**config.mk**
```make
export PLATFORM = sky130hd
export DESIGN_NAME = adc_frame_ctrl
export DESIGN_NICKNAME = d
export VERILOG_FILES = /design/src/rtl/adc_fc_pkg.sv /design/src/rtl/sclk_divider.sv /design/src/rtl/frame_sequencer.sv /design/src/rtl/sample_capture.sv /design/src/rtl/adc_frame_ctrl.sv
export SDC_FILE = /design/constraint.sdc
export NUM_CORES = 1
export LEC_CHECK = 0
export ABC_AREA = 1
export ABC_CLOCK_PERIOD_IN_PS = 1900
export BUFFER_PORTS_ARGS = -buffer_cell sky130_fd_sc_hd__buf_2
export CORE_UTILIZATION = 25
export DETAILED_ROUTE_END_ITERATION = 16
export PLACE_DENSITY = 0.39
export SYNTH_ARGS = -nofsm -noshare
export SYNTH_HDL_FRONTEND = slang
export SYNTH_HIERARCHICAL = 1
export SYNTH_SLANG_ARGS = --single-unit
```
**constraint.sdc**
```tcl
create_clock -name clk -period 1.9 [get_ports clk]
set_input_delay 0.19 -clock clk [delete_from_list [all_inputs] [get_ports clk]]
set_output_delay 0.19 -clock clk [all_outputs]
set_load 0.005 [all_outputs]
```
**src/rtl/adc_fc_pkg.sv**
```systemverilog
package adc_fc_pkg;

  typedef enum logic {
    FS_IDLE   = 1'b0,
    FS_ACTIVE = 1'b1
  } fs_state_t;

endpackage

```
**src/rtl/sclk_divider.sv**
```systemverilog
module sclk_divider #(
  parameter int DIV_W = 8
) (
  input  logic             clk,
  input  logic             rst_n,
  input  logic [DIV_W-1:0] div_cfg,
  output logic             tick_rise,
  output logic             tick_fall
);

  logic [DIV_W-1:0] cnt_q, cnt_d;
  logic             phase_q, phase_d;
  logic             term;

  always_comb begin
    term      = (cnt_q >= div_cfg);
    cnt_d     = term ? '0 : cnt_q + 1'b1;
    phase_d   = term ? ~phase_q : phase_q;
    tick_rise = term & ~phase_q;
    tick_fall = term & phase_q;
  end

  always_ff @(posedge clk or negedge rst_n) begin
    if (!rst_n) begin
      cnt_q   <= '0;
      phase_q <= 1'b1;
    end else begin
      cnt_q   <= cnt_d;
      phase_q <= phase_d;
    end
  end

endmodule

```
**src/rtl/frame_sequencer.sv**
```systemverilog
module frame_sequencer
  import adc_fc_pkg::*;
#(
  parameter int PER_W      = 10,
  parameter int FRAME_BITS = 16,
  parameter int PD_BITS    = 8
) (
  input  logic             clk,
  input  logic             rst_n,
  input  logic             enable,
  input  logic [PER_W-1:0] period_cfg,
  input  logic             mode_wide,
  input  logic             pd_req,
  input  logic             tick_rise,
  input  logic             tick_fall,
  output logic             cs_n,
  output logic             sclk,
  output logic             sample_stb,
  output logic             done_stb,
  output logic             frame_wide,
  output logic             frame_wake
);

  localparam int MIN_PERIOD = FRAME_BITS + 1;
  localparam int BIT_W      = $clog2(FRAME_BITS);

  fs_state_t        state_q, state_d;
  logic [PER_W-1:0] per_q, per_d;
  logic [BIT_W-1:0] bit_q, bit_d;
  logic             short_q, short_d;
  logic             wide_q, wide_d;
  logic             wake_q, wake_d;
  logic             asleep_q, asleep_d;
  logic             pend_q, pend_d;
  logic             cs_q, cs_d;
  logic             sclk_q, sclk_d;

  logic [PER_W-1:0] n_eff;
  logic             per_last;
  logic             start;
  logic             last_bit;

  always_comb begin
    n_eff    = (period_cfg < PER_W'(MIN_PERIOD)) ? PER_W'(MIN_PERIOD) : period_cfg;
    per_last = (per_q >= n_eff - 1'b1);
    start    = enable & tick_rise & per_last & (state_q == FS_IDLE);
    last_bit = short_q ? (bit_q == BIT_W'(PD_BITS - 1))
                       : (bit_q == BIT_W'(FRAME_BITS - 1));
    sample_stb = tick_rise & (state_q == FS_ACTIVE);
    done_stb   = sample_stb & last_bit & ~short_q;

    state_d  = state_q;
    bit_d    = bit_q;
    short_d  = short_q;
    wide_d   = wide_q;
    wake_d   = wake_q;
    asleep_d = asleep_q;
    pend_d   = pend_q | pd_req;
    cs_d     = cs_q;

    if (!enable)        per_d = n_eff - 1'b1;
    else if (tick_rise) per_d = per_last ? '0 : per_q + 1'b1;
    else                per_d = per_q;

    case (state_q)
      FS_IDLE: begin
        if (start) begin
          state_d = FS_ACTIVE;
          cs_d    = 1'b0;
          bit_d   = '0;
          short_d = pend_q;
          pend_d  = pd_req;
          wide_d  = mode_wide;
          if (!pend_q) begin
            wake_d   = asleep_q;
            asleep_d = 1'b0;
          end
        end
      end
      FS_ACTIVE: begin
        if (sample_stb) begin
          bit_d = bit_q + 1'b1;
          if (last_bit) begin
            state_d = FS_IDLE;
            cs_d    = 1'b1;
            if (short_q) asleep_d = 1'b1;
          end
        end
      end
      default: state_d = FS_IDLE;
    endcase

    if (cs_d)           sclk_d = 1'b1;
    else if (tick_rise) sclk_d = 1'b1;
    else if (tick_fall) sclk_d = 1'b0;
    else                sclk_d = sclk_q;
  end

  always_ff @(posedge clk or negedge rst_n) begin
    if (!rst_n) begin
      state_q  <= FS_IDLE;
      per_q    <= '0;
      bit_q    <= '0;
      short_q  <= 1'b0;
      wide_q   <= 1'b0;
      wake_q   <= 1'b0;
      asleep_q <= 1'b0;
      pend_q   <= 1'b0;
      cs_q     <= 1'b1;
      sclk_q   <= 1'b1;
    end else begin
      state_q  <= state_d;
      per_q    <= per_d;
      bit_q    <= bit_d;
      short_q  <= short_d;
      wide_q   <= wide_d;
      wake_q   <= wake_d;
      asleep_q <= asleep_d;
      pend_q   <= pend_d;
      cs_q     <= cs_d;
      sclk_q   <= sclk_d;
    end
  end

  assign cs_n       = cs_q;
  assign sclk       = sclk_q;
  assign frame_wide = wide_q;
  assign frame_wake = wake_q;

endmodule

```
**src/rtl/sample_capture.sv**
```systemverilog
module sample_capture #(
  parameter int FRAME_BITS  = 16,
  parameter int WIDE_BITS   = 14,
  parameter int NARROW_BITS = 12
) (
  input  logic                 clk,
  input  logic                 rst_n,
  input  logic                 sample_stb,
  input  logic                 done_stb,
  input  logic                 sdata,
  input  logic                 frame_wide,
  input  logic                 frame_wake,
  output logic [WIDE_BITS-1:0] result,
  output logic                 result_valid,
  output logic                 result_ok
);

  localparam logic [FRAME_BITS-1:0] NARROW_MASK =
    {{(FRAME_BITS-NARROW_BITS){1'b0}}, {NARROW_BITS{1'b1}}};
  localparam int WIDE_SHIFT = FRAME_BITS - WIDE_BITS;

  logic [FRAME_BITS-1:0] sh_q, sh_d;
  logic [FRAME_BITS-1:0] word_now;
  logic [WIDE_BITS-1:0]  fmt;
  logic [WIDE_BITS-1:0]  res_q, res_d;
  logic                  vld_q, vld_d;
  logic                  ok_q, ok_d;

  always_comb begin
    word_now = {sh_q[FRAME_BITS-2:0], sdata};
    fmt = frame_wide ? WIDE_BITS'(word_now >> WIDE_SHIFT)
                     : WIDE_BITS'(word_now & NARROW_MASK);
    sh_d  = sample_stb ? word_now : sh_q;
    res_d = done_stb ? fmt : res_q;
    ok_d  = done_stb ? ~frame_wake : ok_q;
    vld_d = done_stb;
  end

  always_ff @(posedge clk or negedge rst_n) begin
    if (!rst_n) begin
      sh_q  <= '0;
      res_q <= '0;
      vld_q <= 1'b0;
      ok_q  <= 1'b0;
    end else begin
      sh_q  <= sh_d;
      res_q <= res_d;
      vld_q <= vld_d;
      ok_q  <= ok_d;
    end
  end

  assign result       = res_q;
  assign result_valid = vld_q;
  assign result_ok    = ok_q;

endmodule

```
**src/rtl/adc_frame_ctrl.sv**
```systemverilog
module adc_frame_ctrl #(
  parameter int DIV_W       = 8,
  parameter int PER_W       = 10,
  parameter int FRAME_BITS  = 16,
  parameter int WIDE_BITS   = 14,
  parameter int NARROW_BITS = 12,
  parameter int PD_BITS     = 8
) (
  input  logic                 clk,
  input  logic                 rst_n,
  input  logic                 enable,
  input  logic [DIV_W-1:0]     div_cfg,
  input  logic [PER_W-1:0]     period_cfg,
  input  logic                 mode_wide,
  input  logic                 pd_req,
  input  logic                 sdata,
  output logic                 cs_n,
  output logic                 sclk,
  output logic [WIDE_BITS-1:0] result,
  output logic                 result_valid,
  output logic                 result_ok
);

  logic rst_meta_q, rst_sync_q;
  logic tick_rise, tick_fall;
  logic sample_stb, done_stb;
  logic frame_wide, frame_wake;

  always_ff @(posedge clk or negedge rst_n) begin
    if (!rst_n) begin
      rst_meta_q <= 1'b0;
      rst_sync_q <= 1'b0;
    end else begin
      rst_meta_q <= 1'b1;
      rst_sync_q <= rst_meta_q;
    end
  end

  sclk_divider #(
    .DIV_W(DIV_W)
  ) div_i (
    .clk      (clk),
    .rst_n    (rst_sync_q),
    .div_cfg  (div_cfg),
    .tick_rise(tick_rise),
    .tick_fall(tick_fall)
  );

  frame_sequencer #(
    .PER_W     (PER_W),
    .FRAME_BITS(FRAME_BITS),
    .PD_BITS   (PD_BITS)
  ) seq_i (
    .clk       (clk),
    .rst_n     (rst_sync_q),
    .enable    (enable),
    .period_cfg(period_cfg),
    .mode_wide (mode_wide),
    .pd_req    (pd_req),
    .tick_rise (tick_rise),
    .tick_fall (tick_fall),
    .cs_n      (cs_n),
    .sclk      (sclk),
    .sample_stb(sample_stb),
    .done_stb  (done_stb),
    .frame_wide(frame_wide),
    .frame_wake(frame_wake)
  );

  sample_capture #(
    .FRAME_BITS (FRAME_BITS),
    .WIDE_BITS  (WIDE_BITS),
    .NARROW_BITS(NARROW_BITS)
  ) cap_i (
    .clk         (clk),
    .rst_n       (rst_sync_q),
    .sample_stb  (sample_stb),
    .done_stb    (done_stb),
    .sdata       (sdata),
    .frame_wide  (frame_wide),
    .frame_wake  (frame_wake),
    .result      (result),
    .result_valid(result_valid),
    .result_ok   (result_ok)
  );

endmodule

```
# After elaboration in Yosys (flattened, before gate mapping)
# Cells that the tools add are included.
[classes]
n_addsub = 4
order_cmp = 3
n_eq_ne = 8
mux = 29
bitwise_logic = 14
n_reduce_logical = 5
[op_table]
columns = ["cell", "n"]
rows = [
  ["$mux W10", 4],
  ["$mux W1", 17],
  ["$mux W14", 1],
  ["$add A10 B1 Y10 const B", 1],
  ["$ge A10 B10 Y1", 1],
  ["$lt A10 B5 Y1 const B", 1],
  ["$sub A10 B1 Y10 const B", 1],
  ["$add A8 B1 Y8 const B", 1],
  ["$and A1 B1 Y1", 8],
  ["$ge A8 B8 Y1", 1],
  ["$mux W4", 2],
  ["$mux W8", 1],
  ["$ne A2 B2 Y1 const B", 4],
  ["$pmux W4 S2", 1],
  ["$pmux W1 S2", 3],
  ["$not A1 Y1", 5],
  ["$reduce_and A5 Y1", 1],
  ["$add A4 B1 Y4 const B", 1],
  ["$eq A4 B3 Y1 const B", 1],
  ["$eq A4 B4 Y1 const B", 1],
  ["$ne A2 B1 Y1 const B", 2],
  ["$reduce_and A2 Y1", 2],
  ["$reduce_and A3 Y1", 1],
  ["$reduce_bool A3 Y1", 1],
  ["$or A1 B1 Y1", 1],
]
[totals]
register_bits = 64
input_bits = 24
output_inout_bits = 18
elab_cells = 81

# Logic depth before layout (Yosys ltp)
[depth]
word_depth = 9
mapped_depth = 23
ltp_nobuf = 22

# Hierarchy
# Netlist, hierarchy kept.
[by_module_without_submodules]
columns = ["module", "instances", "cells_per_inst", "area_per_inst_um2", "seq_area_each_um2"]
rows = [
  ["frame_sequencer", 1, 253, 1742.9, 553.0],
  ["sample_capture", 1, 153, 1288.7, 775.7],
  ["sclk_divider", 1, 80, 641.9, 226.5],
  ["adc_frame_ctrl", 1, 3, 53.8, 50.0],
]

# Worst setup path before layout
# OpenSTA, ideal clock, no wires.
[synth_path]
path_kind = "register to register"
start = "reg div_i.cnt_q[3]"
end = "reg cap_i.res_q[10], in the netlist cap_i/result[10]"
setup_time_ps = 117
t_arrival_ps = 2335
required_ps = 1783
setup_slack_ps = -553
path_stages_with_launch = 19
path_buffers = 1
synth_period_minus_slack_ps = 2453
cell_sequence = "dfrtp_1 ha_1 nand2_1 inv_1 nand2_1 nand2_1 nand2_1 nand3_4 nand2_1 inv_1 nand2_1 inv_1 nand2_1 or2_2 inv_1 inv_2 buf_2 nand2_1 nand2_1"
[synth_via]
elab_chain_len = 5
[synth_rtl]
columns = ["item", "line_no", "source"]
rows = [
  ["from (decl)", "sclk_divider.sv:11", "logic [DIV_W-1:0] cnt_q, cnt_d;"],
  ["from (signal assigned)", "sclk_divider.sv:28", "cnt_q <= cnt_d;"],
  ["$ge A8 B8 Y1", "sclk_divider.sv:16", "term = (cnt_q >= div_cfg);"],
  ["$and A1 B1 Y1", "sclk_divider.sv:19", "tick_rise = term & ~phase_q;"],
  ["net tick_rise", "adc_frame_ctrl.sv:25", "logic tick_rise, tick_fall;"],
  ["$and A1 B1 Y1", "frame_sequencer.sv:49", "sample_stb = tick_rise & (state_q == FS_ACTIVE);"],
  ["net sample_stb", "adc_frame_ctrl.sv:26", "logic sample_stb, done_stb;"],
  ["$and A1 B1 Y1 (2 in a row)", "frame_sequencer.sv:50", "done_stb = sample_stb & last_bit & ~short_q;"],
  ["net done_stb", "adc_frame_ctrl.sv:26", ""],
  ["to (signal assigned)", "sample_capture.sv:47", "res_q <= res_d;"],
  ["to (decl)", "sample_capture.sv:25", "logic [WIDE_BITS-1:0] res_q, res_d;"],
]
# The timed path passes the listed nets, and every way through them passes these cells.
# A chain may end at the register's enable or synchronous reset.

# Worst setup path after layout
[layout_path]
start = "reg div_i.cnt_q[6]"
end = "reg cap_i.res_q[6], in the netlist cap_i/result[6]"
# The elaborated chain is that of the path after synthesis.

==> impl_metrics.ini <==
[global_routing]
grt-busiest-layer = met2
grtUsageMet3_pct = 2.610
grt_pass1_wl_um = 15090
grt_usage_pct = 12.60
grt_max_degree = 63
grt_pass1_vias = 3306
use_met2_pct = 20.41
overflow = 0
gr-usage-met1_pct = 16.29
antenna_found_initial = 0

[power]
power_density_mw_per_mm2 = 1008
irDropWorstVdd_mv = 0.3885
p_total_mw = 5.629
leakagePower_nw = 2.838

[route]
drt_first_pass_iters = 4
ant_nets = 0
wl_per_cell_um = 11.47
drcViolationCount = 0
wl_um = 9118
post_drt_via_cell_ratio = 4.336
drt_iter0_drc = 136
vias = 3447

[placed_design]
gp_congestion = 0.7914
pre_cts_ws_ns = -0.6564
placed_cells = 762
hpwl_um = 6596
io_buffers = 41
placed_area_mm2 = 0.004606

[final_layout]
nets = 652
fin_cells = 795
fin_area_mm2 = 0.005582
syn_to_final_growth_pct = 49.75
nFillCells = 1498
drive_above_1_share_pct = 40.26
antenna_cells = 0
layout.area.seq_mm2 = 0.001607
multi_input_area_mm2 = 0.002266
finish.utilization_pct = 38.40

[die]
die_w_um = 124.1
boundaryPins = 42
core_area_mm2 = 0.01453
die_h_um = 124.1
start_util_pct = 25.65
dieArea_mm2 = 0.01540
rows = 44

[yosys]
synthMostInstantiatedCell = nand2_1
synth_edf_count = 0
async_flop_share_pct = 100.0
synthTopCellsByCount = 163 x nand2_1, 65 x inv_1, 61 x dfrtp_1
syn_nets = 535
yosys.area.top_type = dfrtp_1
yosys.cell_types.count = 37
syn_area_per_cell_um2 = 7.622
synth.top_cell.area_share_pct = 40.95
yosys_most_used_dff = dfrtp_1
yosysSeqAreaShare_pct = 43.07
syn_inst = 489
synth_seq_cells = 64
yosys_warnings = 6
yosys-top-cells-area = dfrtp_1 41%, nand2_1 16%, ha_1 7.4%, inv_1 6.5%, nand3_1 5.2%
netlist_area_mm2 = 0.003727

[clock_network]
cts_buffers = 9
clockRootBuffer = clkbuf_16
clock_tree.buffer_depth = 2
cts_tree = done
htreeDepth = 3
cts.sink_count = 64
clkTransAtPathRegs_ns = 0.05
clk_latency_ns = 0.33

[flow_run]
cap_viol_max_count = 0

[sta]
drv_slew = 0
hold_violations = 0
setup_viol = 53
finalClockSkew_ns = 0.004977
grt_setup_unrepaired = true
min_period_ns = 2.090
setup_tns_ns = -4.659
worst_hold_slack_ns = 0.05697
post-route-period-util_pct = 110.0
setup_ws_ns = -0.1896
max_clock_freq_mhz = 478.6

[critical_path]
crit_required_ns = 2.16
critPathKind = reg -> reg
startpoint_type = flip-flop
cp_max_fo = 7
critPathArrivalTime_ns = 2.35
cp-end-kind = flip-flop

[min_path]
hp-class = in -> reg

[status]
status = finished with violations
violations = negative setup slack
[where the power goes]
part / total, mW / internal, mW / switching [mW]
registers: 1.91 / 1.70 / 0.215
clock network: 1.89 / 1.28 / 0.605
logic: 1.83 / 0.826 / 1.00
[critical path: stages (launching register included)]
cell and delay (ns):
dfrtp_1 0.41, ha_4 0.29, nand2_4 0.06, nor2_4 0.14, nand2_2 0.10, nand3_4 0.10, nand2_4 0.07, inv_6 0.07
nand2_4 0.06, inv_4 0.07, nand2_4 0.04, or2_4 0.27, clkinv_8 0.10, buf_12 0.12, nand3_2 0.05, nand2_1 0.06
[per-layer routing]
| metal | part of all wire (%) | routed length (um) |
|---|---|---|
| met1 | 48 | 4381 |
| met2 | 47 | 4248 |
| met3 | 3.5 | 318 |
| met4 | 1.9 | 170 |
| met5 | 0 | 0 |
[final timing paths]
kind | start | to | slack [ns] | cells after the start
worst min register to register | rst_sync_q$_DFF_PN0_ | cap_i/sh_q[9]$_DFFE_PN0P_ | 0.28 | 1
worst max-delay path | div_i/cnt_q[6]$_DFF_PN0_ | cap_i/result[6]$_DFFE_PN0P_ | -0.19 | 15
min in group asynchronous | rst_n | rst_meta_q$_DFF_PN0_ | 0.17 | 2
max in group asynchronous | rst_sync_q$_DFF_PN0_ | seq_i/cs_n$_DFF_PN1_ | 1.30 | 1
worst max register to register | div_i/cnt_q[6]$_DFF_PN0_ | cap_i/result[6]$_DFFE_PN0P_ | -0.19 | 15
worst min-delay path | pd_req | seq_i/pend_q$_DFF_PN0_ | 0.06 | 2
[cell families (layout without fill, tap and decap cells)]
| kind of cell | Yosys count | count (layout) | share of synthesized area (%) |
|---|---|---|---|
| other cells | 1 | 1 | 0.1006 |
| flops | 64 | 64 | 43.07 |
| fa+ha+maj | 22 | 22 | 7.385 |
| simple gates | 261 | 261 | 30.41 |
| xor+xnor | 13 | 13 | 3.055 |
| compound gates | 47 | 47 | 7.318 |
| buf+inv | 81 | 203 | 8.661 |
[cell usage in the layout, fill, tap and decap left out, types with 3 or more instances in the layout]
cell type | Yosys | routed
a21oi_1 | 13 | 6
a21oi_2 | 1 | 6
buf_2 | 6 | 37
buf_4 | 1 | 65
buf_6 | 1 | 8
bufinv_16 | 0 | 3
clkbuf_16 | 0 | 9
dfrtp_1 | 61 | 60
dfstp_2 | 3 | 3
ha_1 | 22 | 15
ha_4 | 0 | 7
inv_1 | 65 | 56
inv_2 | 7 | 11
inv_4 | 0 | 3
nand2_1 | 163 | 128
nand2_2 | 3 | 26
nand2_4 | 2 | 13
nand3_1 | 39 | 23
nand3_2 | 3 | 16
nand3_4 | 1 | 4
nand4_1 | 6 | 6
nor2_1 | 33 | 23
nor2_2 | 4 | 6
nor2_4 | 1 | 9
o211ai_1 | 4 | 4
o21ai_0 | 22 | 16
o21ai_1 | 1 | 6
xnor2_1 | 4 | 3
xor2_1 | 9 | 9
[state kept, by name, indices dropped and copies added (netlist names)]
name and count:
div_i/phase_q 1, seq_i/pend_q 1, rst_sync_q 1, cap_i/result 14
seq_i/frame_wake 1, cap_i/result_valid 1, seq_i/bit_q 4, rst_meta_q 1
cap_i/sh_q 15, seq_i/cs_n 1, cap_i/result_ok 1, div_i/cnt_q 8
seq_i/per_q 10, seq_i/state_q 1, seq_i/frame_wide 1, seq_i/asleep_q 1
seq_i/short_q 1, seq_i/sclk 1
[timing repair]
item / in CTS / in global routing
gates resized for setup: 64 / 62
hold endpoints to repair: 2 / 0
cloned: 1 / 1
setup buffers: 10 / 5
setup endpoints to repair: 53 / 53
pin swaps: 42 / 36
hold buffers: 1 / 0
[area by class of cell]
cell class                 instances  area share, %
clock inverter                     7          2.152
clock buffer                       9          4.035
tap                              184          4.125
sequential                        64          28.78
timing repair buffer             113          14.57
inverter                          72          5.470
multi-input combinational        344          40.60
timing repair inverter             2         0.2690
(Power assumes the default switching activity.)
